File: src/rtl/cam_tmr_pkg.sv
package cam_tmr_pkg;

    typedef enum logic [1:0] {
        FIRE_ASTABLE = 2'd0,
        FIRE_TRIG    = 2'd1,
        FIRE_FRAME   = 2'd2,
        FIRE_LINE    = 2'd3
    } fire_sel_e;

    typedef enum logic [1:0] {
        EV_LINE  = 2'd0,
        EV_FRAME = 2'd1,
        EV_USEC  = 2'd2,
        EV_NONE  = 2'd3
    } ev_sel_e;

    typedef enum logic [1:0] {
        GT_LINE  = 2'd0,
        GT_FRAME = 2'd1,
        GT_TRIG  = 2'd2,
        GT_ACQ   = 2'd3
    } gate_sel_e;

    typedef enum logic {
        MS_IDLE  = 1'b0,
        MS_PULSE = 1'b1
    } ms_state_e;

    typedef enum logic {
        GS_CLOSED = 1'b0,
        GS_OPEN   = 1'b1
    } gate_state_e;

endpackage

File: src/rtl/ct_astable.sv
module ct_astable #(
    parameter int W = 32
) (
    input  logic         clk,
    input  logic         rst_n,
    input  logic         tick_i,
    input  logic         load_i,
    input  logic [W-1:0] period_i,
    output logic         pulse_o,
    output logic         fire_o
);
    logic [W-1:0] cnt;
    logic         wrap;

    assign wrap   = (period_i != '0) && (cnt >= period_i - 1'b1);
    assign fire_o = !load_i && tick_i && wrap;

    always_ff @(posedge clk) begin
        if (!rst_n) begin
            cnt     <= '0;
            pulse_o <= 1'b0;
        end else if (load_i) begin
            cnt     <= '0;
            pulse_o <= 1'b0;
        end else if (tick_i) begin
            if (period_i == '0) begin
                cnt     <= '0;
                pulse_o <= 1'b0;
            end else if (wrap) begin
                cnt     <= '0;
                pulse_o <= 1'b1;
            end else begin
                cnt     <= cnt + 1'b1;
                pulse_o <= 1'b0;
            end
        end
    end

    // a zero period with no write pending leaves the output low next cycle
    assert_zero_period_quiet_R4: assert property (@(posedge clk) disable iff (!rst_n)
        (period_i == '0 && !load_i) |=> !pulse_o);

    // the pulse only changes on a tick or a period write
    assert_edge_on_tick_R3: assert property (@(posedge clk) disable iff (!rst_n)
        (!tick_i && !load_i) |=> $stable(pulse_o));

endmodule

File: src/rtl/ct_mono.sv
module ct_mono
    import cam_tmr_pkg::*;
#(
    parameter int W = 32
) (
    input  logic         clk,
    input  logic         rst_n,
    input  logic         tick_i,
    input  logic         fire_i,
    input  logic [W-1:0] width_i,
    output logic         pulse_o
);
    ms_state_e    st, st_n;
    logic [W-1:0] rem, rem_n;

    always_comb begin
        st_n  = st;
        rem_n = rem;
        unique case (st)
            MS_IDLE: begin
                if (fire_i && width_i != '0) begin
                    st_n  = MS_PULSE;
                    rem_n = width_i;
                end
            end
            MS_PULSE: begin
                if (tick_i) begin
                    rem_n = rem - 1'b1;
                    if (rem == 1) st_n = MS_IDLE;
                end
            end
        endcase
    end

    always_ff @(posedge clk) begin
        if (!rst_n) begin
            st  <= MS_IDLE;
            rem <= '0;
        end else begin
            st  <= st_n;
            rem <= rem_n;
        end
    end

    always_comb pulse_o = (st == MS_PULSE);

    // an active pulse always has time left to run
    assert_rem_live_R5: assert property (@(posedge clk) disable iff (!rst_n)
        (st == MS_PULSE) |-> (rem != '0));

    // without a tick, a running pulse keeps its remainder whatever fire does
    assert_ignore_refire_R6: assert property (@(posedge clk) disable iff (!rst_n)
        (st == MS_PULSE && !tick_i) |=> (st == MS_PULSE && $stable(rem)));

endmodule

File: src/rtl/ct_evcount.sv
module ct_evcount
    import cam_tmr_pkg::*;
#(
    parameter int W = 32
) (
    input  logic         clk,
    input  logic         rst_n,
    input  logic         event_i,
    input  logic         gate_i,
    input  logic         trig_mode_i,
    input  logic         restart_i,
    output logic [W-1:0] live_o,
    output logic [W-1:0] final_o
);
    gate_state_e  st, st_n;
    logic [W-1:0] live_n, final_n;
    logic [W-1:0] ev_one;

    assign ev_one = {{(W-1){1'b0}}, event_i};

    always_comb begin
        st_n    = st;
        live_n  = live_o;
        final_n = final_o;
        unique case (st)
            GS_CLOSED: begin
                if (trig_mode_i ? restart_i : gate_i) begin
                    st_n   = GS_OPEN;
                    live_n = ev_one;
                end
            end
            GS_OPEN: begin
                if (trig_mode_i) begin
                    if (restart_i) begin
                        final_n = live_o;
                        live_n  = ev_one;
                    end else begin
                        live_n = live_o + ev_one;
                    end
                end else if (!gate_i) begin
                    st_n    = GS_CLOSED;
                    final_n = live_o;
                end else begin
                    live_n = live_o + ev_one;
                end
            end
        endcase
    end

    always_ff @(posedge clk) begin
        if (!rst_n) begin
            st      <= GS_CLOSED;
            live_o  <= '0;
            final_o <= '0;
        end else begin
            st      <= st_n;
            live_o  <= live_n;
            final_o <= final_n;
        end
    end

    // closing a level gate captures the running count
    assert_final_on_close_R9: assert property (@(posedge clk) disable iff (!rst_n)
        (st == GS_OPEN && !trig_mode_i && !gate_i) |=> (final_o == $past(live_o)));

    // a closed gate that stays closed holds the running count
    assert_hold_closed_R9: assert property (@(posedge clk) disable iff (!rst_n)
        (st == GS_CLOSED && !(trig_mode_i ? restart_i : gate_i)) |=> $stable(live_o));

    // a trigger restart captures the old count and restarts from 0 or 1
    assert_restart_R10: assert property (@(posedge clk) disable iff (!rst_n)
        (st == GS_OPEN && trig_mode_i && restart_i) |=>
            (final_o == $past(live_o) && live_o <= 1));

endmodule

File: src/rtl/cam_timer_set.sv
module cam_timer_set
    import cam_tmr_pkg::*;
#(
    parameter int CNT_W = 32,
    parameter int N_EXP = 2,
    parameter int AW    = 3
) (
    input  logic             clk,
    input  logic             rst_n,
    input  logic             usec_tick,
    input  logic             fval,
    input  logic             lval,
    input  logic             acq_trig,
    input  logic             acq_active,
    input  logic             wr_en,
    input  logic [AW-1:0]    wr_addr,
    input  logic [CNT_W-1:0] wr_data,
    input  logic [AW-1:0]    rd_addr,
    output logic [CNT_W-1:0] rd_data,
    output logic             astable_o,
    output logic [N_EXP-1:0] expo_o
);
    localparam int A_PERIOD = 0;
    localparam int A_CTRL   = N_EXP + 1;
    localparam int A_LIVE   = N_EXP + 2;
    localparam int A_FINAL  = N_EXP + 3;

    logic [CNT_W-1:0] period_q, ctrl_q;
    logic [CNT_W-1:0] width_q [N_EXP];
    logic [CNT_W-1:0] live_cnt, final_cnt;
    logic             fval_q, lval_q, fval_rise, lval_rise;
    logic             ast_fire, fire, ev, gate;
    fire_sel_e        fsel;
    ev_sel_e          esel;
    gate_sel_e        gsel;

    assign fsel = fire_sel_e'(ctrl_q[1:0]);
    assign esel = ev_sel_e'(ctrl_q[5:4]);
    assign gsel = gate_sel_e'(ctrl_q[9:8]);

    always_ff @(posedge clk) begin
        if (!rst_n) begin
            period_q <= '0;
            ctrl_q   <= '0;
            fval_q   <= 1'b0;
            lval_q   <= 1'b0;
        end else begin
            fval_q <= fval;
            lval_q <= lval;
            if (wr_en && wr_addr == AW'(A_PERIOD)) period_q <= wr_data;
            if (wr_en && wr_addr == AW'(A_CTRL))   ctrl_q   <= wr_data;
        end
    end

    assign fval_rise = fval && !fval_q;
    assign lval_rise = lval && !lval_q;

    always_comb begin
        unique case (fsel)
            FIRE_ASTABLE: fire = ast_fire;
            FIRE_TRIG:    fire = acq_trig;
            FIRE_FRAME:   fire = fval_rise;
            FIRE_LINE:    fire = lval_rise;
        endcase
        unique case (esel)
            EV_LINE:  ev = lval_rise;
            EV_FRAME: ev = fval_rise;
            EV_USEC:  ev = usec_tick;
            EV_NONE:  ev = 1'b0;
        endcase
        unique case (gsel)
            GT_LINE:  gate = lval;
            GT_FRAME: gate = fval;
            GT_TRIG:  gate = 1'b0;
            GT_ACQ:   gate = acq_active;
        endcase
    end

    ct_astable #(.W(CNT_W)) u_ast (
        .clk(clk), .rst_n(rst_n), .tick_i(usec_tick),
        .load_i(wr_en && wr_addr == AW'(A_PERIOD)),
        .period_i(period_q), .pulse_o(astable_o), .fire_o(ast_fire)
    );

    for (genvar g = 0; g < N_EXP; g++) begin : g_exp
        always_ff @(posedge clk) begin
            if (!rst_n) width_q[g] <= '0;
            else if (wr_en && wr_addr == AW'(g + 1)) width_q[g] <= wr_data;
        end
        ct_mono #(.W(CNT_W)) u_mono (
            .clk(clk), .rst_n(rst_n), .tick_i(usec_tick), .fire_i(fire),
            .width_i(width_q[g]), .pulse_o(expo_o[g])
        );
    end

    ct_evcount #(.W(CNT_W)) u_evc (
        .clk(clk), .rst_n(rst_n), .event_i(ev), .gate_i(gate),
        .trig_mode_i(gsel == GT_TRIG), .restart_i(acq_trig),
        .live_o(live_cnt), .final_o(final_cnt)
    );

    always_comb begin
        rd_data = '0;
        if (rd_addr == AW'(A_PERIOD)) rd_data = period_q;
        if (rd_addr == AW'(A_CTRL))   rd_data = ctrl_q;
        if (rd_addr == AW'(A_LIVE))   rd_data = live_cnt;
        if (rd_addr == AW'(A_FINAL))  rd_data = final_cnt;
        for (int i = 0; i < N_EXP; i++)
            if (rd_addr == AW'(i + 1)) rd_data = width_q[i];
    end

endmodule

File: config.mk
export PLATFORM = sky130hd
export DESIGN_NAME = cam_timer_set
export DESIGN_NICKNAME = d
export VERILOG_FILES = /design/src/rtl/cam_tmr_pkg.sv /design/src/rtl/ct_astable.sv /design/src/rtl/ct_mono.sv /design/src/rtl/ct_evcount.sv /design/src/rtl/cam_timer_set.sv
export SDC_FILE = /design/constraint.sdc
export NUM_CORES = 1
export LEC_CHECK = 0
export ABC_CLOCK_PERIOD_IN_PS = 12000
export BUFFER_PORTS_ARGS = -buffer_cell sky130_fd_sc_hd__clkbuf_2
export CORE_MARGIN = 4
export CORE_UTILIZATION = 55
export CTS_CLUSTER_SIZE = 20
export DETAILED_ROUTE_END_ITERATION = 8
export GPL_TIMING_DRIVEN = 0
export PLACE_DENSITY = 0.7
export SYNTH_ARGS = -nofsm -noshare
export SYNTH_HDL_FRONTEND = slang
export SYNTH_SLANG_ARGS = --single-unit
File: constraint.sdc
create_clock -name clk -period 12 [get_ports clk]
set_input_delay 1.8 -clock clk [delete_from_list [all_inputs] [get_ports clk]]
set_output_delay 1.8 -clock clk [all_outputs]
set_load 0.02 [all_outputs]
After elaboration in Yosys (flattened, before gate mapping)
Memory sizes are Yosys's and may differ from the RTL's.
Cells that the tools add are included.
Operators by class
  add/sub/neg operators: 5
  magnitude comparators: 1
  equality and inequality tests: 27
  multiplexer cells: 49
  bitwise logic cells: 6
  reduce and logical (&&, ||, !) cells: 28
Operators by type and width (count)
  32-bit 2-to-1 mux: 21
  32-bit one-hot mux with 2 select lines: 3
  32-bit nonzero test: 3
  32-bit by 1-bit subtractor with 32-bit output (second input constant): 3
  32-bit by 1-bit equality test with 1-bit output (second input constant): 2
  32-bit by 1-bit adder with 32-bit output: 1
  32-bit by 1-bit adder with 32-bit output (second input constant): 1
  32-bit greater-or-equal comparator: 1
  32-bit zero test: 1
  1-bit 2-to-1 mux: 19
  2-bit equality test (second input constant): 6
  3-bit by 2-bit equality test with 1-bit output (second input constant): 4
  1-bit one-hot mux with 4 select lines: 3
  1-bit logical AND: 11
  2-bit != test (second input constant): 4
  2-bit by 1-bit equality test with 1-bit output (second input constant): 3
  3-bit by 1-bit equality test with 1-bit output (second input constant): 2
  3-bit equality test (second input constant): 2
  2-bit zero test: 3
  3-bit zero test: 2
  2-bit by 1-bit != test with 1-bit output (second input constant): 3
  1-bit one-hot mux with 2 select lines: 3
  2-bit AND reduction: 3
  1-bit NOT: 4
  other kinds (5): 8
Storage, ports and cells
  flip-flop bits (word level): 230
  bits in writable memories: 64
  input port bits: 46
  memories: 1
Memories
  width_q: depth 2, bits a word 32, read ports 2, clocked after Yosys merged registers in 0, write ports 2, line cam_timer_set.sv:29  | logic [CNT_W-1:0] width_q [N_EXP];

Longest topological paths before layout
  depth after elaboration: 9
  gate-level depth with buffers: 20
  depth with buffers taken out: 17

Cells and area by module
From an unflattened synthesis, not the netlist that was laid out.
Second synthesis, totals
  cell total of the unflattened synthesis: 2064
  area total of the unflattened synthesis: 16686.0 µm²
By module, submodules not included
  cam_timer_set: times used 1, cells an instance 692, area an instance 6289.8 µm², seq. area each 3243.1 µm²
  ct_mono: times used 2, cells an instance 315, area an instance 2243.4 µm², seq. area each 660.6 µm²
  ct_astable: times used 1, cells an instance 392, area an instance 2989.1 µm², seq. area each 660.6 µm²
  ct_evcount: times used 1, cells an instance 350, area an instance 2920.3 µm², seq. area each 1301.2 µm²

Least setup slack after synthesis
No wires, ideal clock.
  path type: input-to-output
  from: input port rd_addr[0]
  to: output port rd_data[1]
  arrival: 3236 ps
  path slack: 6964 ps
  stages: 7
  cell sequence: clkbuf_1 -> buf_1 -> clkbuf_1 -> nand2_1 -> o21ai_0 -> a22oi_1 -> o22ai_1
Between the ends
  word-level cells in the longest chain between the ends: 7
  elaborated cells between the ends (all ways): 12
RTL lines
  start, declared: line cam_timer_set.sv:18  | input logic [AW-1:0] rd_addr,
  3-bit zero test: line cam_timer_set.sv:104  | if (rd_addr == AW'(A_PERIOD)) rd_data = period_q;
  32-bit 2-to-1 mux: line cam_timer_set.sv:104
  32-bit 2-to-1 mux: line cam_timer_set.sv:105  | if (rd_addr == AW'(A_CTRL)) rd_data = ctrl_q;
  32-bit 2-to-1 mux: line cam_timer_set.sv:106  | if (rd_addr == AW'(A_LIVE)) rd_data = live_cnt;
  32-bit 2-to-1 mux: line cam_timer_set.sv:107  | if (rd_addr == AW'(A_FINAL)) rd_data = final_cnt;
  32-bit 2-to-1 mux: line cam_timer_set.sv:109  | if (rd_addr == AW'(i + 1)) rd_data = width_q[i];
  32-bit 2-to-1 mux *: line cam_timer_set.sv:109
  end, declared: line cam_timer_set.sv:19  | output logic [CNT_W-1:0] rd_data,
Mark *: on every way between the ends. The rest lies on a longest branch, timed or not.

Worst setup path after layout
  from: input port rd_addr[0]
  to: output port rd_data[20]
The elaborated chain is that of the path after synthesis.

==> flow_summary.toml <==
[final_layout]
fin_util_pct = 63.4
antennaDiodeCount = 0
area_delta_synth_final_pct = 13.4
final_area_sq_um = 18200
nets = 2123
drive_gt1_share_pct = 11.3
fillCellCount = 2551
layout.cells.non_filler = 2446

[power]
share_comb_of_total_power_pct = 15.2
internal_power_mw = 1.88
netSwitchingFraction_pct = 28.7
p_leak_nw = 6.57
seqPwrFrac_pct = 41.2
p_clk_share_pct = 43.6
netSwitchingPower_mw = 0.756
power.total_mw = 2.63
p_per_area_nw_per_um2 = 144
vdd_drop_max_mv = 0.110

[critical_path]
cp_cell_sequence = "clkbuf_1 > buf_1 > clkbuf_1 > nand2_1 > o21ai_0 > a22oi_1 > o22ai_1 > clkbuf_2"
worstPathArrival_ns = 4.04
crit_family = "buffers and inverters"
crit_slowest_cell = "clkbuf_1"
cp_common_cell = "clkbuf_1"
max_stage_delay_ns = 0.56
worstPathRequired_ns = 10.20
startpoint_type = "primary input"
crit_fanout = 10
crit_type = "primary input to output pin"
cp.buffers_inverters = 4
cp-end-kind = "output pin"

[status]
status = "complete, no violations"

[yosys]
synth_adder_area_share_pct = 3.19
synthCells = 1921
synth-seq-cells = 294
synthXorXnorAreaFrac_pct = 3.00
synth_ff_type = "dfxtp_1"
postSynth.asyncResetShare_pct = 0
synth_area_leader_cell = "dfxtp_1"
synth.most_common_cell = "nand2_1"
synth_area_leaders = "dfxtp_1, edfxtp_1, nand2_1, a21oi_1, mux2_2"
syn_nets = 2008
synth.cell_area_sq_um = 16100
yosysWarnings = 0
ys_types = 70
avgSynthCellArea_sq_um = 8.37
synth-edff-count = 64
synth.area.mux_share_pct = 5.74
synth_seq_area_share_pct = 40.6
synthDominantCellAreaShare_pct = 28.6
synth_top_family_by_area = "simple AND/OR/NAND/NOR gates"
synth-simple-area-share_pct = 25.1
synth-compound-area-share_pct = 18.6
yosys-top-cells-count = "nand2_1, dfxtp_1, a21oi_1"

[route]
viasPerCell = 6.54
dr_total_vias = 16000
wirelength_microns = 56500
dr.first_iter.drc_count = 2070
drc_errors = 0
drt-pass1-iter-count = 6
wl_per_cell_microns = 23.1
antenna_left = 0

[grt]
grt_max_degree = 33
grt-ovfl-total = 0
grt_pass1_wl_microns = 85300
track_usage_pct = 34.5
grt_pass1_vias = 14600
antenna_found_initial = 1

[sta]
min_period_ns = 5.84
fin_ws_ns = 6.16
setup-tns-final_ns = 0
finalMaxSlewViolations = 0
setup_viol = 0
clock-skew-final_ns = 0.0160
relSlewSlack_pct = 38.2
fin_crit_sh_pct = 48.6
hold_viol = 0
rsz0062_at_grt = "no"
fmax_mhz = 171
whs_ns = 0.452
tightest_slew_ns = 0.927

[die]
core_region_area_sq_um = 28800
fp.dieH_microns = 179
dieArea_sq_um = 32000
rows = 62
start_util_pct = 55.9
die_x_microns = 179
io_pins = 81

[flow_run]
maxCapViolCount = 0

[clocking]
clk_pin_slew_ns = 0.06
clkSinkCount = 294
cts_tree = "yes"
hold_buffers = 0
cts_resized = 0
postCtsSetupBuffers = 0
cts_buffers = 34
clock_tree.root_cell = "clkbuf_16"
ctsLongestPathBuffers = 3
htree_levels = 2
clk_latency_ns = 0.53

[place]
dpl.cell_count = 2384
dpl_worst_slack_ns = 6.21
hpwl_microns = 42500
portBuffers = 78
dpl_cell_area_sq_um = 17000
gp_congestion = 0.998

[min_path]
holdCritPathClass = "flip-flop to flip-flop"
[layer usage]
metal | vias up | GRT usage, % | part of all wire [%]
li1 | 7276 | - | -
met1 | 7680 | 48.4 | 41
met2 | 868 | 53.4 | 44
met3 | 160 | 6.39 | 10
met4 | 2 | 12.6 | 4.1
met5 | - | 0 | 0.023
[path summary, 6_finish.rpt]
check                            from                    endpoint  slack [ns]  depth (start not counted)
max                        rd_addr[0]                 rd_data[20]        6.16                          8
min           ctrl_q[21]$_SDFFE_PN0P_     ctrl_q[21]$_SDFFE_PN0P_        0.45                          2
max reg2reg  period_q[2]$_SDFFE_PN0P_  u_ast.cnt[25]$_SDFFE_PP0P_        6.71                         19
min reg2reg   ctrl_q[21]$_SDFFE_PN0P_     ctrl_q[21]$_SDFFE_PN0P_        0.45                          2
[logic make-up after synthesis]
kind of cell / after synthesis
compound gates: 477
xor+xnor: 55
fa+ha+maj: 41
buf+inv: 149
flops: 294
mux: 82
simple gates: 823
[worst min-delay path: cells and delay by family, from the launching register on]
kind,cells,cell delay (ns)
DFF,1,0.31
AOI/OAI and AO/OA,1,0.05
and+or+nand+nor,1,0.05
[power groups by stage]
stage | Sequential [mW] | Combinational (mW) | Clock [mW]
2_1_floorplan | 1.08 | 0.269 | 0
3_3_place_gp | 1.10 | 0.380 | 0
3_5_place_dp | 1.10 | 0.388 | 0
4_1_cts | 1.08 | 0.391 | 1.15
5_1_grt | 1.08 | 0.435 | 1.19
6_report | 1.08 | 0.401 | 1.15
[layout make-up]
| class | count | area, sq um | share of cell area [%] |
|---|---|---|---|
| Timing Repair Buffer | 79 | 418 | 2.29 |
| Tap cell | 384 | 480 | 2.64 |
| Multi-Input combinational cell | 1478 | 8960 | 49.1 |
| Inverter | 20 | 75.1 | 0.412 |
| Clock inverter | 10 | 173 | 0.947 |
| Buffer | 129 | 529 | 2.90 |
| Clock buffer | 52 | 1070 | 5.88 |
| Sequential cell | 294 | 6530 | 35.8 |
[placed cells by master, fill, tap and decap left out, types with 10 or more instances in the layout]
cell / count
nand2_1: 307
dfxtp_1: 230
a21oi_1: 182
nor2_1: 135
clkbuf_1: 105
clkbuf_2: 78
and2_1: 74
a22oi_1: 71
edfxtp_1: 64
mux2_2: 61
o21ai_0: 59
nand3_1: 58
o22ai_1: 57
nand4_1: 46
ha_1: 41
nor3_1: 40
clkbuf_16: 37
nor4_1: 34
xor2_1: 29
and3_1: 28
a311oi_1: 27
xnor2_1: 26
or3_1: 22
mux2i_1: 19
inv_1: 18
nand2b_1: 15
buf_1: 14
a41oi_1: 12
a31oi_1: 11
o211ai_1: 10
a211oi_1: 10
[state kept, by name (all words and copies together) (netlist names)]
register / cells
u_ast.pulse_o: 1
ctrl_q: 32
g_exp.u_mono.pulse_o: 2
u_evc.final_o: 32
fval_q: 1
lval_q: 1
u_evc.live_o: 32
u_evc.st: 1
width_q: 64
period_q: 32
g_exp.u_mono.rem: 64
u_ast.cnt: 32
(Power assumes the default switching activity.)
